--- src/rtl/hold_arb_pkg.sv ---
`timescale 1ns/1ps
// Shared types for the hold arbitration controller.
package hold_arb_pkg;

    // Kind of external access requested by the processor.
    typedef enum logic [1:0] {
        KIND_W16 = 2'd0,   // one transfer on the 16-bit bus
        KIND_B8  = 2'd1,   // one byte transfer on the 8-bit bus
        KIND_W8  = 2'd2,   // word on the 8-bit bus: two transfers
        KIND_RSV = 2'd3    // treated as KIND_W16
    } acc_kind_e;

    // Bus ownership state.
    typedef enum logic {
        GS_OWN  = 1'b0,
        GS_HELD = 1'b1
    } grant_st_e;

endpackage

--- src/rtl/hold_sync.sv ---
`timescale 1ns/1ps
// Resynchronizes the asynchronous hold request onto the state clock.
// Assumes hold_async may change at any time. BYPASS=1 keeps a single flop,
// modelling a request that always meets setup to the sampling edge.
module hold_sync #(
    parameter bit BYPASS = 1'b0
) (
    input  logic clk,
    input  logic rst_n,
    input  logic hold_async,
    output logic hold_rec
);
    logic smp_q;

    // First stage: sample the raw request.
    always_ff @(posedge clk) begin
        if (!rst_n) smp_q <= 1'b0;
        else        smp_q <= hold_async;
    end

    generate
        if (BYPASS) begin : g_one
            assign hold_rec = smp_q;
        end else begin : g_two
            logic rec_q;
            // Second stage: settle the sampled value.
            always_ff @(posedge clk) begin
                if (!rst_n) rec_q <= 1'b0;
                else        rec_q <= smp_q;
            end
            assign hold_rec = rec_q;
        end
    endgenerate

endmodule

--- src/rtl/bus_seq.sv ---
`timescale 1ns/1ps
// Bus-cycle sequencer stub. It runs one or two transfers per access. Each
// transfer lasts BASE_STATES plus the requested wait states. busy stays
// high for the whole access. Assumes go is only raised while busy is low.
module bus_seq
    import hold_arb_pkg::*;
#(
    parameter int BASE_STATES = 2,
    parameter int WAIT_W      = 3
) (
    input  logic              clk,
    input  logic              rst_n,
    input  logic              go,
    input  acc_kind_e         kind,
    input  logic              wr,
    input  logic [WAIT_W-1:0] waits,
    output logic              busy,
    output logic              wr_act
);
    localparam int CNT_W = $clog2(BASE_STATES + (1 << WAIT_W)) + 1;

    logic              busy_q;
    logic              two_q;
    logic              wr_q;
    logic [CNT_W-1:0]  cnt_q;
    logic [WAIT_W-1:0] waits_q;
    logic [CNT_W-1:0]  span_new;
    logic [CNT_W-1:0]  span_rep;

    // Remaining-state count loaded at the start of each transfer.
    assign span_new = CNT_W'(BASE_STATES - 1) + CNT_W'(waits);
    assign span_rep = CNT_W'(BASE_STATES - 1) + CNT_W'(waits_q);

    // Transfer sequencing: start, count down, chain the second byte, finish.
    always_ff @(posedge clk) begin
        if (!rst_n) begin
            busy_q  <= 1'b0;
            two_q   <= 1'b0;
            wr_q    <= 1'b0;
            cnt_q   <= '0;
            waits_q <= '0;
        end else if (!busy_q) begin
            if (go) begin
                busy_q  <= 1'b1;
                cnt_q   <= span_new;
                two_q   <= (kind == KIND_W8);
                wr_q    <= wr;
                waits_q <= waits;
            end
        end else if (cnt_q != '0) begin
            cnt_q <= cnt_q - 1'b1;
        end else if (two_q) begin
            two_q <= 1'b0;
            cnt_q <= span_rep;
        end else begin
            busy_q <= 1'b0;
            wr_q   <= 1'b0;
        end
    end

    assign busy   = busy_q;
    assign wr_act = busy_q & wr_q;

    // The second byte of a word always follows the first without a gap.
    p_word8_chain_r5: assert property (@(posedge clk) disable iff (!rst_n)
        (busy_q && cnt_q == '0 && two_q) |=> busy_q);

endmodule

--- src/rtl/hold_grant.sv ---
`timescale 1ns/1ps
// Grant/release state machine plus the bus-request logic used while held.
// It grants only when hold is recognized and no bus cycle is running, and
// releases on the first state after recognition drops. breq, stall and
// irq_blk are qualified by the held state.
module hold_grant
    import hold_arb_pkg::*;
(
    input  logic clk,
    input  logic rst_n,
    input  logic hold_rec,
    input  logic bus_busy,
    input  logic need,
    output logic held,
    output logic breq,
    output logic stall,
    output logic irq_blk
);
    grant_st_e st_q;
    logic      need_q;
    logic      blk;

    // Ownership transitions.
    always_ff @(posedge clk) begin
        if (!rst_n) begin
            st_q <= GS_OWN;
        end else begin
            case (st_q)
                GS_OWN:  if (hold_rec && !bus_busy) st_q <= GS_HELD;
                GS_HELD: if (!hold_rec)             st_q <= GS_OWN;
                default: st_q <= GS_OWN;
            endcase
        end
    end

    // Remember a need seen while held until ownership returns.
    always_ff @(posedge clk) begin
        if (!rst_n)               need_q <= 1'b0;
        else if (st_q != GS_HELD) need_q <= 1'b0;
        else if (need)            need_q <= 1'b1;
    end

    assign held    = (st_q == GS_HELD);
    assign blk     = held & (need_q | need);
    assign breq    = blk;
    assign irq_blk = blk;
    assign stall   = held & need;

    p_grant_after_cycle_r4: assert property (@(posedge clk) disable iff (!rst_n)
        $rose(held) |-> $past(hold_rec && !bus_busy));

    p_release_next_r8: assert property (@(posedge clk) disable iff (!rst_n)
        (held && !hold_rec) |=> !held);

    p_breq_sticky_r10: assert property (@(posedge clk) disable iff (!rst_n)
        (breq && hold_rec) |=> breq);

    p_breq_only_held_r10: assert property (@(posedge clk) disable iff (!rst_n)
        breq |-> held);

endmodule

--- src/rtl/hold_arb.sv ---
`timescale 1ns/1ps
// Top of the bus hold arbitration controller. It joins the synchronizer,
// the bus-cycle sequencer and the grant machine. It blocks new bus cycles
// while hold is recognized or granted, and turns off every bus driver while
// the grant is out. Assumes the processor holds acc_req until a cycle starts.
module hold_arb
    import hold_arb_pkg::*;
#(
    parameter bit SYNC_BYPASS = 1'b0,
    parameter int BASE_STATES = 2,
    parameter int WAIT_W      = 3,
    parameter int QLVL_W      = 3,
    parameter int LOW_MARK    = 2
) (
    input  logic              clk,
    input  logic              rst_n,
    input  logic              hold_in,
    input  logic              acc_req,
    input  logic [1:0]        acc_kind,
    input  logic              acc_wr,
    input  logic [WAIT_W-1:0] acc_waits,
    input  logic              fetch_ext,
    input  logic [QLVL_W-1:0] queue_lvl,
    input  logic              idle_mode,
    output logic              hlda,
    output logic              breq,
    output logic              adr_oe,
    output logic              dat_oe,
    output logic              ctl_oe,
    output logic              cyc_act,
    output logic              stall,
    output logic              irq_blk
);
    localparam logic [QLVL_W-1:0] LOW_LVL = QLVL_W'(LOW_MARK);

    logic hold_rec;
    logic busy;
    logic wr_act;
    logic held;
    logic go;
    logic need;

    hold_sync #(.BYPASS(SYNC_BYPASS)) u_sync (
        .clk        (clk),
        .rst_n      (rst_n),
        .hold_async (hold_in),
        .hold_rec   (hold_rec)
    );

    // A cycle may start only with the bus owned and no hold pending.
    assign go = acc_req & ~idle_mode & ~hold_rec & ~held & ~busy;

    // A need is a data access or a fetch with the queue running low.
    assign need = acc_req | (fetch_ext & (queue_lvl <= LOW_LVL));

    bus_seq #(.BASE_STATES(BASE_STATES), .WAIT_W(WAIT_W)) u_seq (
        .clk    (clk),
        .rst_n  (rst_n),
        .go     (go),
        .kind   (acc_kind_e'(acc_kind)),
        .wr     (acc_wr),
        .waits  (acc_waits),
        .busy   (busy),
        .wr_act (wr_act)
    );

    hold_grant u_grant (
        .clk      (clk),
        .rst_n    (rst_n),
        .hold_rec (hold_rec),
        .bus_busy (busy),
        .need     (need),
        .held     (held),
        .breq     (breq),
        .stall    (stall),
        .irq_blk  (irq_blk)
    );

    assign hlda    = held;
    assign adr_oe  = ~held;
    assign ctl_oe  = ~held;
    assign dat_oe  = ~held & wr_act;
    assign cyc_act = busy;

    p_oe_off_held_r9: assert property (@(posedge clk) disable iff (!rst_n)
        hlda |-> (!adr_oe && !dat_oe && !ctl_oe));

    p_no_start_blocked_r7: assert property (@(posedge clk) disable iff (!rst_n)
        $rose(cyc_act) |-> $past(!hold_rec && !hlda));

    p_idle_no_start_r13: assert property (@(posedge clk) disable iff (!rst_n)
        $rose(cyc_act) |-> $past(!idle_mode));

endmodule

--- config.mk ---
export PLATFORM = sky130hd
export DESIGN_NAME = hold_arb
export DESIGN_NICKNAME = d
export VERILOG_FILES = /design/src/rtl/hold_arb_pkg.sv /design/src/rtl/hold_sync.sv /design/src/rtl/bus_seq.sv /design/src/rtl/hold_grant.sv /design/src/rtl/hold_arb.sv
export SDC_FILE = /design/constraint.sdc
export NUM_CORES = 1
export LEC_CHECK = 0
export ABC_AREA = 1
export BUFFER_PORTS_ARGS = -buffer_cell sky130_fd_sc_hd__buf_4
export CORE_MARGIN = 2
export CORE_UTILIZATION = 46
export DETAILED_ROUTE_END_ITERATION = 8
export PLACE_DENSITY = 0.77
export SYNTH_ARGS = -nofsm -noshare
export SYNTH_HDL_FRONTEND = slang
export SYNTH_HIERARCHICAL = 1
export SYNTH_SLANG_ARGS = --single-unit
export TNS_END_PERCENT = 1
--- constraint.sdc ---
create_clock -name clk -period 1.2 [get_ports clk]
set_input_delay 0.36 -clock clk [delete_from_list [all_inputs] [get_ports clk]]
set_output_delay 0.36 -clock clk [all_outputs]
set_load 0.05 [all_outputs]
======== Word level (Yosys, flattened, before mapping) ========
Cells that the tools add are included.
operators by class
  bitwise logic cells ..................... 15
  order comparisons ....................... 1
  muxes and demuxes ....................... 18
  equality and inequality tests ........... 4
  add/subtract/negate cells ............... 3
  reductions and logical operators ........ 9
operators by type and width
  kind                   count
  $mux W5                4
  $mux W1                13
  $and A1 B1 Y1          9
  $add A1 B3 Y4 const A  2
  $reduce_and A2 Y1      4
  $reduce_bool A5 Y1     1
  $sub A5 B1 Y5 const B  1
  $ne A2 B2 Y1 const B   2
  $not A1 Y1             4
  $le A3 B2 Y1 const B   1
  $ne A3 B3 Y1 const B   1
  $reduce_and A3 Y1      1
  $eq A2 B2 Y1 const B   1
  $or A1 B1 Y1           2
  $pmux W1 S2            1
  $reduce_bool A2 Y1     1
  $logic_and A1 B1 Y1    1
  $logic_not A1 Y1       1
word-level totals
  register bits ........................... 15
  word-level logic and storage cells ...... 59

======== Longest topological paths before layout ========
Gate-level depths: netlist of the first run.
  depth after elaboration ................. 7
  gate-level depth with buffers ........... 10
  mapped depth without buffers ............ 10

======== Modules after synthesis ========
Netlist of the first run, hierarchy kept.
modules (own cells, without submodules)
  module      instances  area an instance (um^2)  cells an instance
  bus_seq     1          710.7                    105
  hold_grant  1          86.3                     12
  hold_arb    1          62.6                     14
  hold_sync   1          55.1                     6

======== Least setup slack after synthesis of the first run ========
No wires, ideal clock.
  kind .................................... flip-flop to output port
  start ................................... reg u_grant.st_q (netlist: u_grant/held)
  end ..................................... out irq_blk
  data arrival time ....................... 1.880 ns
  setup slack ............................. -1.040 ns
  data required time ...................... 0.840 ns
  buffers on the path ..................... 1
  cell stages (with the launch flop) ...... 4
  path through ............................ dfxtp_1 -> inv_1 -> nor2_1 -> buf_4
on the way
  word-level cells in the longest chain between the ends .. 1
RTL lines
  element                 RTL line          source
  start, declared         hold_grant.sv:19  grant_st_e st_q;
  start signal, assigned  hold_grant.sv:26  st_q <= GS_OWN;
  start signal, assigned  hold_grant.sv:29  GS_OWN: if (hold_rec && !bus_busy) st_q <= GS_HELD;
  start signal, assigned  hold_grant.sv:30  GS_HELD: if (!hold_rec) st_q <= GS_OWN;
  $and A1 B1 Y1           hold_grant.sv:44  assign blk = held & (need_q | need);
  end, declared           hold_arb.sv:32    output logic irq_blk
Every way passes these cells.

======== Worst setup path after layout of the first run ========
  start ................................... reg u_seq.busy_q (netlist: u_seq/busy)
  end ..................................... out dat_oe
on the way
  word-level cells in the longest chain between the ends .. 2
RTL lines
  element                 RTL line        source
  start, declared         bus_seq.sv:22   logic busy_q;
  start signal, assigned  bus_seq.sv:37   busy_q <= 1'b0;
  start signal, assigned  bus_seq.sv:44   busy_q <= 1'b1;
  start signal, assigned  bus_seq.sv:56   busy_q <= 1'b0;
  $and A1 B1 Y1           bus_seq.sv:62   assign wr_act = busy_q & wr_q;
  via wr_act              hold_arb.sv:38  logic wr_act;
  $and A1 B1 Y1           hold_arb.sv:82  assign dat_oe = ~held & wr_act;
  end, declared           hold_arb.sv:28  output logic dat_oe,
The timed path passes the listed nets, and every way through them passes these cells.

==> impl_metrics.toml, run 1 <==
[status]
status = "complete, but fails checks"
violations = "setup timing"

[worst_setup_path]
r2r-start = "u_seq/busy"
crit_path_max_fanout = 4
r2r_slack_ns = -0.12
rr_worst_depth = 7
critPathLaunchType = "flip-flop"
arrival_ns = 1.05
crit_chain = "nand2_2, inv_2, inv_2, nor2_4, buf_6"
rr_endpoint = "u_seq/cnt_q[2]"
crit_path_end = "dat_oe"
path_class = "reg -> out"
path_depth = 5
cp_num_buf_inv = 3
required_ns = 0.84
crit_path_start = "u_seq/busy"
max_stage_delay_ns = 0.38
crit_family = "flip-flops"
endpoint_kind = "primary output"
path_common_cell = "inv_2"
crit_slowest_cell = "dfxtp_4"

[cts]
cts_root_buffer = "clkbuf_4"
clockBufferDepth = 2
postCtsHoldBufs = 0
cts_tree = "done"
cts-buffers-inserted = 3
cts.sinks = 15
clk_latency_ns = 0.30
clk_pin_slew_ns = 0.10
h-tree-depth = 1

[synth]
ys_ff_latch = 15
synth.cell_area_um2 = 915
synthCells = 137
seq_area_frac_synth_pct = 32.8
yosysWarningCount = 6
synth_area_per_cell_um2 = 6.68
yosys.cell_types.count = 24
syn_nets = 155

[drt]
drtIter0Drc = 24
num_vias = 983
viasPerCell = 4.84
routed_wirelength_mm = 2.21
ant_nets = 0
drc = 0
firstDrtPassIters = 4
routedWlPerCell_um = 10.9

[timing]
tns_ns = -1.67
hold_viol_final = 0
max_freq_ghz = 0.708
worst_pin_slew_ns = 0.254
slew_headroom_pct = 83.0
fin_crit_ns = 1.41
rsz0062_at_grt = "yes"
whs_ns = 0.252
final.period_utilization_pct = 118
setup_violations = 13
worst_slack_ns = -0.211
finClkSkew_ns = 0.0103
maxSlewViolCount = 0

[grt]
grt_pass1_vias = 937
grt_use_total_pct = 19.9
grt_pass1_wl_mm = 3.68
antenna_found_initial = 0
grt_max_degree = 14
grt.overflow.total = 0

[floorplan]
die_area_um2 = 2360
core_um2 = 1920
die_x_um = 48.6
ioPinCount = 23
rows = 16
initial_utilization_pct = 47.6
die_y_um = 48.6

[power]
p_leak_nw = 0.696
vdd_drop_max_mv = 0.741
powerDensity_nw_per_um2 = 1000

[layout]
final_common_cell = "nand2_1"
mostFrequentLayoutCells = "29 x nand2_1, 27 x buf_4, 15 x inv_1"
drive_gt1_share_pct = 46.6
nets = 195
final_core_util_pct = 71.4
diodes = 0
areaGrowthSynthToFinish_pct = 50.1

[min_path]
holdPathStages = 3
min_path_type = "in -> reg"

[place]
gp_congestion = 0.804
portBuffers = 22
dp_hpwl_mm = 1.61

[flow_run]
drv_cap = 0
## synth_stat cells, drive strengths merged
library cell	number	share of area, %
a21oi	11	6.4
buf	3	2.9
clkbuf	1	0.41
dfxtp	15	33
ha	3	4.1
inv	25	11
nand2	38	19
nand3	12	7.1
nand3b	1	0.82
nand4	2	1.4
nor2	18	10
o21ai	6	3.3
or2	1	0.68
xnor2	1	0.96
## tightest hold or removal path, stage by stage
cell and delay [ns]:
buf_4 0.08, nand2_1 0.04, inv_1 0.04
## how the worst min path moves through the flow
stage / from / endpoint / slack [ns]
2_1_floorplan: u_sync/smp_q / u_sync/hold_rec / 0.39
3_3_place_gp: u_sync/smp_q / u_sync/hold_rec / 0.40
3_5_place_dp: u_sync/smp_q / u_sync/hold_rec / 0.40
4_1_cts: hold_in / u_sync/smp_q / 0.24
5_1_grt: hold_in / u_sync/smp_q / 0.26
6_report: hold_in / u_sync/smp_q / 0.25
## metal layers
layer	global-route usage, %	vias to the layer above	routed length (µm)
li1	-	502	-
met1	22.0	447	951
met2	35.0	26	1100
met3	4.63	8	99
met4	11.4	0	59
met5	0	-	0
## cell type report
type,count,area (µm²)
inverter,25,101
sequential,15,310
tap,27,33.8
clock buffer,4,26.3
timing repair buffer,39,345
multi-input combinational,93,556
fill,162,549
## report_power, final
part           total [W]  internal, W  switching [W]
Clock           0.000308     0.000130       0.000179
Combinational   0.000502     0.000239       0.000263
Sequential      0.000563     0.000534      0.0000296
## stage by stage
stage               cell area [µm²]  power (W)  setup slack, ns  instances
floorplan                       943   0.000837           -0.267        137
global placement               1220   0.000996           -0.185        197
detailed placement             1220    0.00101           -0.200        197
CTS                            1330    0.00134           -0.203        203
global route                   1370    0.00146           -0.254        203
finish                         1370    0.00137           -0.211        203
## flip-flops by register name, indices dropped and copies added (netlist names)
signal           cells
u_seq/cnt_q          5
u_seq/waits_q        3
u_grant/held         1
u_grant/need_q       1
u_seq/busy           1
u_seq/two_q          1
u_seq/wr_q           1
u_sync/hold_rec      1
u_sync/smp_q         1
## cells by family (layout without fill, tap and decap cells)
group / Yosys count / count (layout) / share of synthesized area (%)
xor gates and xnor gates: 1 / 1 / 0.958
adders and majority gates: 3 / 3 / 4.10
and+or+nand+nor: 72 / 72 / 38.6
AOI/OAI and AO/OA: 17 / 17 / 9.71
buffers and inverters: 29 / 68 / 13.8
DFF: 15 / 15 / 32.8
## timing repair
item                       4_1_cts  5_1_grt
buffers inserted                 2        0
pin swaps                        6        2
cloned                           0        0
resized for setup               25       14
setup endpoints to repair       14       19
Power figures use the tool's default switching activity.
==> inputs of run 2 (changes only) <==
--- a/config.mk
+++ b/config.mk
@@ -8,9 +8,9 @@
 export ABC_AREA = 1
 export BUFFER_PORTS_ARGS = -buffer_cell sky130_fd_sc_hd__buf_4
 export CORE_MARGIN = 2
-export CORE_UTILIZATION = 46
+export CORE_UTILIZATION = 55
 export DETAILED_ROUTE_END_ITERATION = 8
-export PLACE_DENSITY = 0.77
+export PLACE_DENSITY = 0.86
 export SYNTH_ARGS = -nofsm -noshare
 export SYNTH_HDL_FRONTEND = slang
 export SYNTH_HIERARCHICAL = 1
==> constraint.sdc (replaced) <==
create_clock -name clk -period 1.8 [get_ports clk]
set_input_delay 0.54 -clock clk [delete_from_list [all_inputs] [get_ports clk]]
set_output_delay 0.54 -clock clk [all_outputs]
set_load 0.05 [all_outputs]
==> impl_metrics.toml, run 2 (synthesis gave the netlist of run 1 again) <==
[status]
status = "completed"

[worst_setup_path]
arrival_ns = 1.18
rr_worst_depth = 8
path_depth = 7
path_class = "in -> out"
crit_family = "simple AND/OR/NAND/NOR gates"
max_stage_delay_ns = 0.20
crit_chain = "buf_4, nand2_1, nand3_1, nand2_1, nor2_2, nor2_4, buf_4"
required_ns = 1.26
crit_slowest_cell = "buf_4"
crit_path_max_fanout = 2
endpoint_kind = "primary output"
cp_num_buf_inv = 2
critPathLaunchType = "input pin"

[timing]
setup_violations = 0
fin_crit_ns = 1.72
worst_slack_ns = 0.0835
maxSlewViolCount = 0
finClkSkew_ns = 0.00564
final.period_utilization_pct = 95.4
worst_pin_slew_ns = 0.245
max_freq_ghz = 0.583
hold_viol_final = 0
rsz0062_at_grt = "no"
slew_headroom_pct = 83.7

[place]
post-place-cells = 172
place_ws_ns = 0.0352
postPlaceCellArea_um2 = 1090
gp_congestion = 0.833
dp_hpwl_mm = 1.55
portBuffers = 22

[min_path]
holdPathStages = 3
min_path_type = "in -> reg"

[grt]
grt_pass1_wl_mm = 3.47
grt_max_degree = 14
antenna_found_initial = 0
grt_pass1_vias = 861
grt_use_total_pct = 23.3
grt.overflow.total = 0

[flow_run]
drv_cap = 0

[cts]
cts_tree = "done"
cts.sinks = 15
cts_root_buffer = "clkbuf_4"
h-tree-depth = 1
cts-buffers-inserted = 3
clk_pin_slew_ns = 0.09
clockBufferDepth = 2
clk_latency_ns = 0.28

[drt]
routed_wirelength_mm = 2.05
firstDrtPassIters = 4
wl_met3_um = 102
drtIter0Drc = 25
wl_met2_mm = 1.06
drc = 0
num_vias = 921
dr.max_layer_used = "met4"
wl_met1_um = 866
ant_nets = 0
viasPerCell = 5.23
routedWlPerCell_um = 11.6

[layout]
final_common_cell = "nand2_1"
areaGrowthSynthToFinish_pct = 22.6
top_regs = "u_seq/cnt_q (5), u_seq/waits_q (3)"
mostFrequentLayoutCells = "33 x nand2_1, 23 x buf_4, 21 x inv_1"
largest_register_ffs = 5
largest_register = "u_seq/cnt_q"
diodes = 0
drive_gt1_share_pct = 29.4
nets = 179
fin_area_um2 = 1120
fin_cells = 176

[floorplan]
initial_utilization_pct = 59.3
die_x_um = 44.8
die_area_um2 = 2010
rows = 14
core_um2 = 1540
ioPinCount = 23
die_y_um = 44.8

[power]
p_leak_nw = 0.598
vdd_drop_max_mv = 0.506
powerDensity_nw_per_um2 = 728
-- run 2: cell types whose count changed in the layout (fill, tap and decap cells not counted), sizes merged --
| cell | delta |
|---|---|
| buf | -16 |
-- run 2: path summary, 6_finish.rpt --
check,slack [ns],to,start
max,0.08,breq,queue_lvl[1]
min,0.44,u_sync/smp_q,hold_in
max reg2reg,0.40,u_seq/cnt_q[0],u_seq/busy
min reg2reg,0.44,u_sync/hold_rec,u_sync/smp_q
-- run 2: tightest hold or removal path, delay by kind of cell --
kind / cells / cell delay (ns)
buffers and inverters: 2 / 0.12
and+or+nand+nor: 1 / 0.04
-- run 2: area by class of cell --
cell class | instances | area [µm²]
tap | 16 | 20.0
clock buffer | 4 | 26.3
timing repair buffer | 23 | 173
sequential | 15 | 305
inverter | 25 | 96.3
fill | 130 | 420
multi-input combinational | 93 | 500
-- run 2: timing repair --
| action | CTS | global route |
|---|---|---|
| resized for setup | 0 | 2 |
| setup endpoints to repair | 0 | 3 |
| hold buffers | 0 | 0 |
| buffers inserted | 0 | 0 |
-- run 2: metal layers --
layer / vias to the layer above / GRT usage, %
met5: - / 0
met2: 22 / 42.3
met1: 428 / 27.5
met3: 2 / 2.40
li1: 469 / -
met4: 0 / 10.0
-- run 2: power by group --
part / leakage, nW / switching (W) / total, W / internal [W]
Clock: 0.0150 / 0.000109 / 0.000195 / 0.0000859
Combinational: 0.459 / 0.000147 / 0.000243 / 0.0000956
Sequential: 0.124 / 0.0000225 / 0.000378 / 0.000356
Total: 0.598 / 0.000279 / 0.000816 / 0.000537
-- run 2: per-stage QoR --
stage	setup TNS (ns)	total power [W]	hold WS, ns	utilization, %
CTS	0	0.000815	0.432	72.4
detailed placement	0	0.000625	0.423	70.7
global placement	0	0.000615	0.398	70.7
finish	0	0.000816	0.437	72.7
global route	0	0.000867	0.427	72.7
floorplan	-0.0524	0.000557	0.390	-
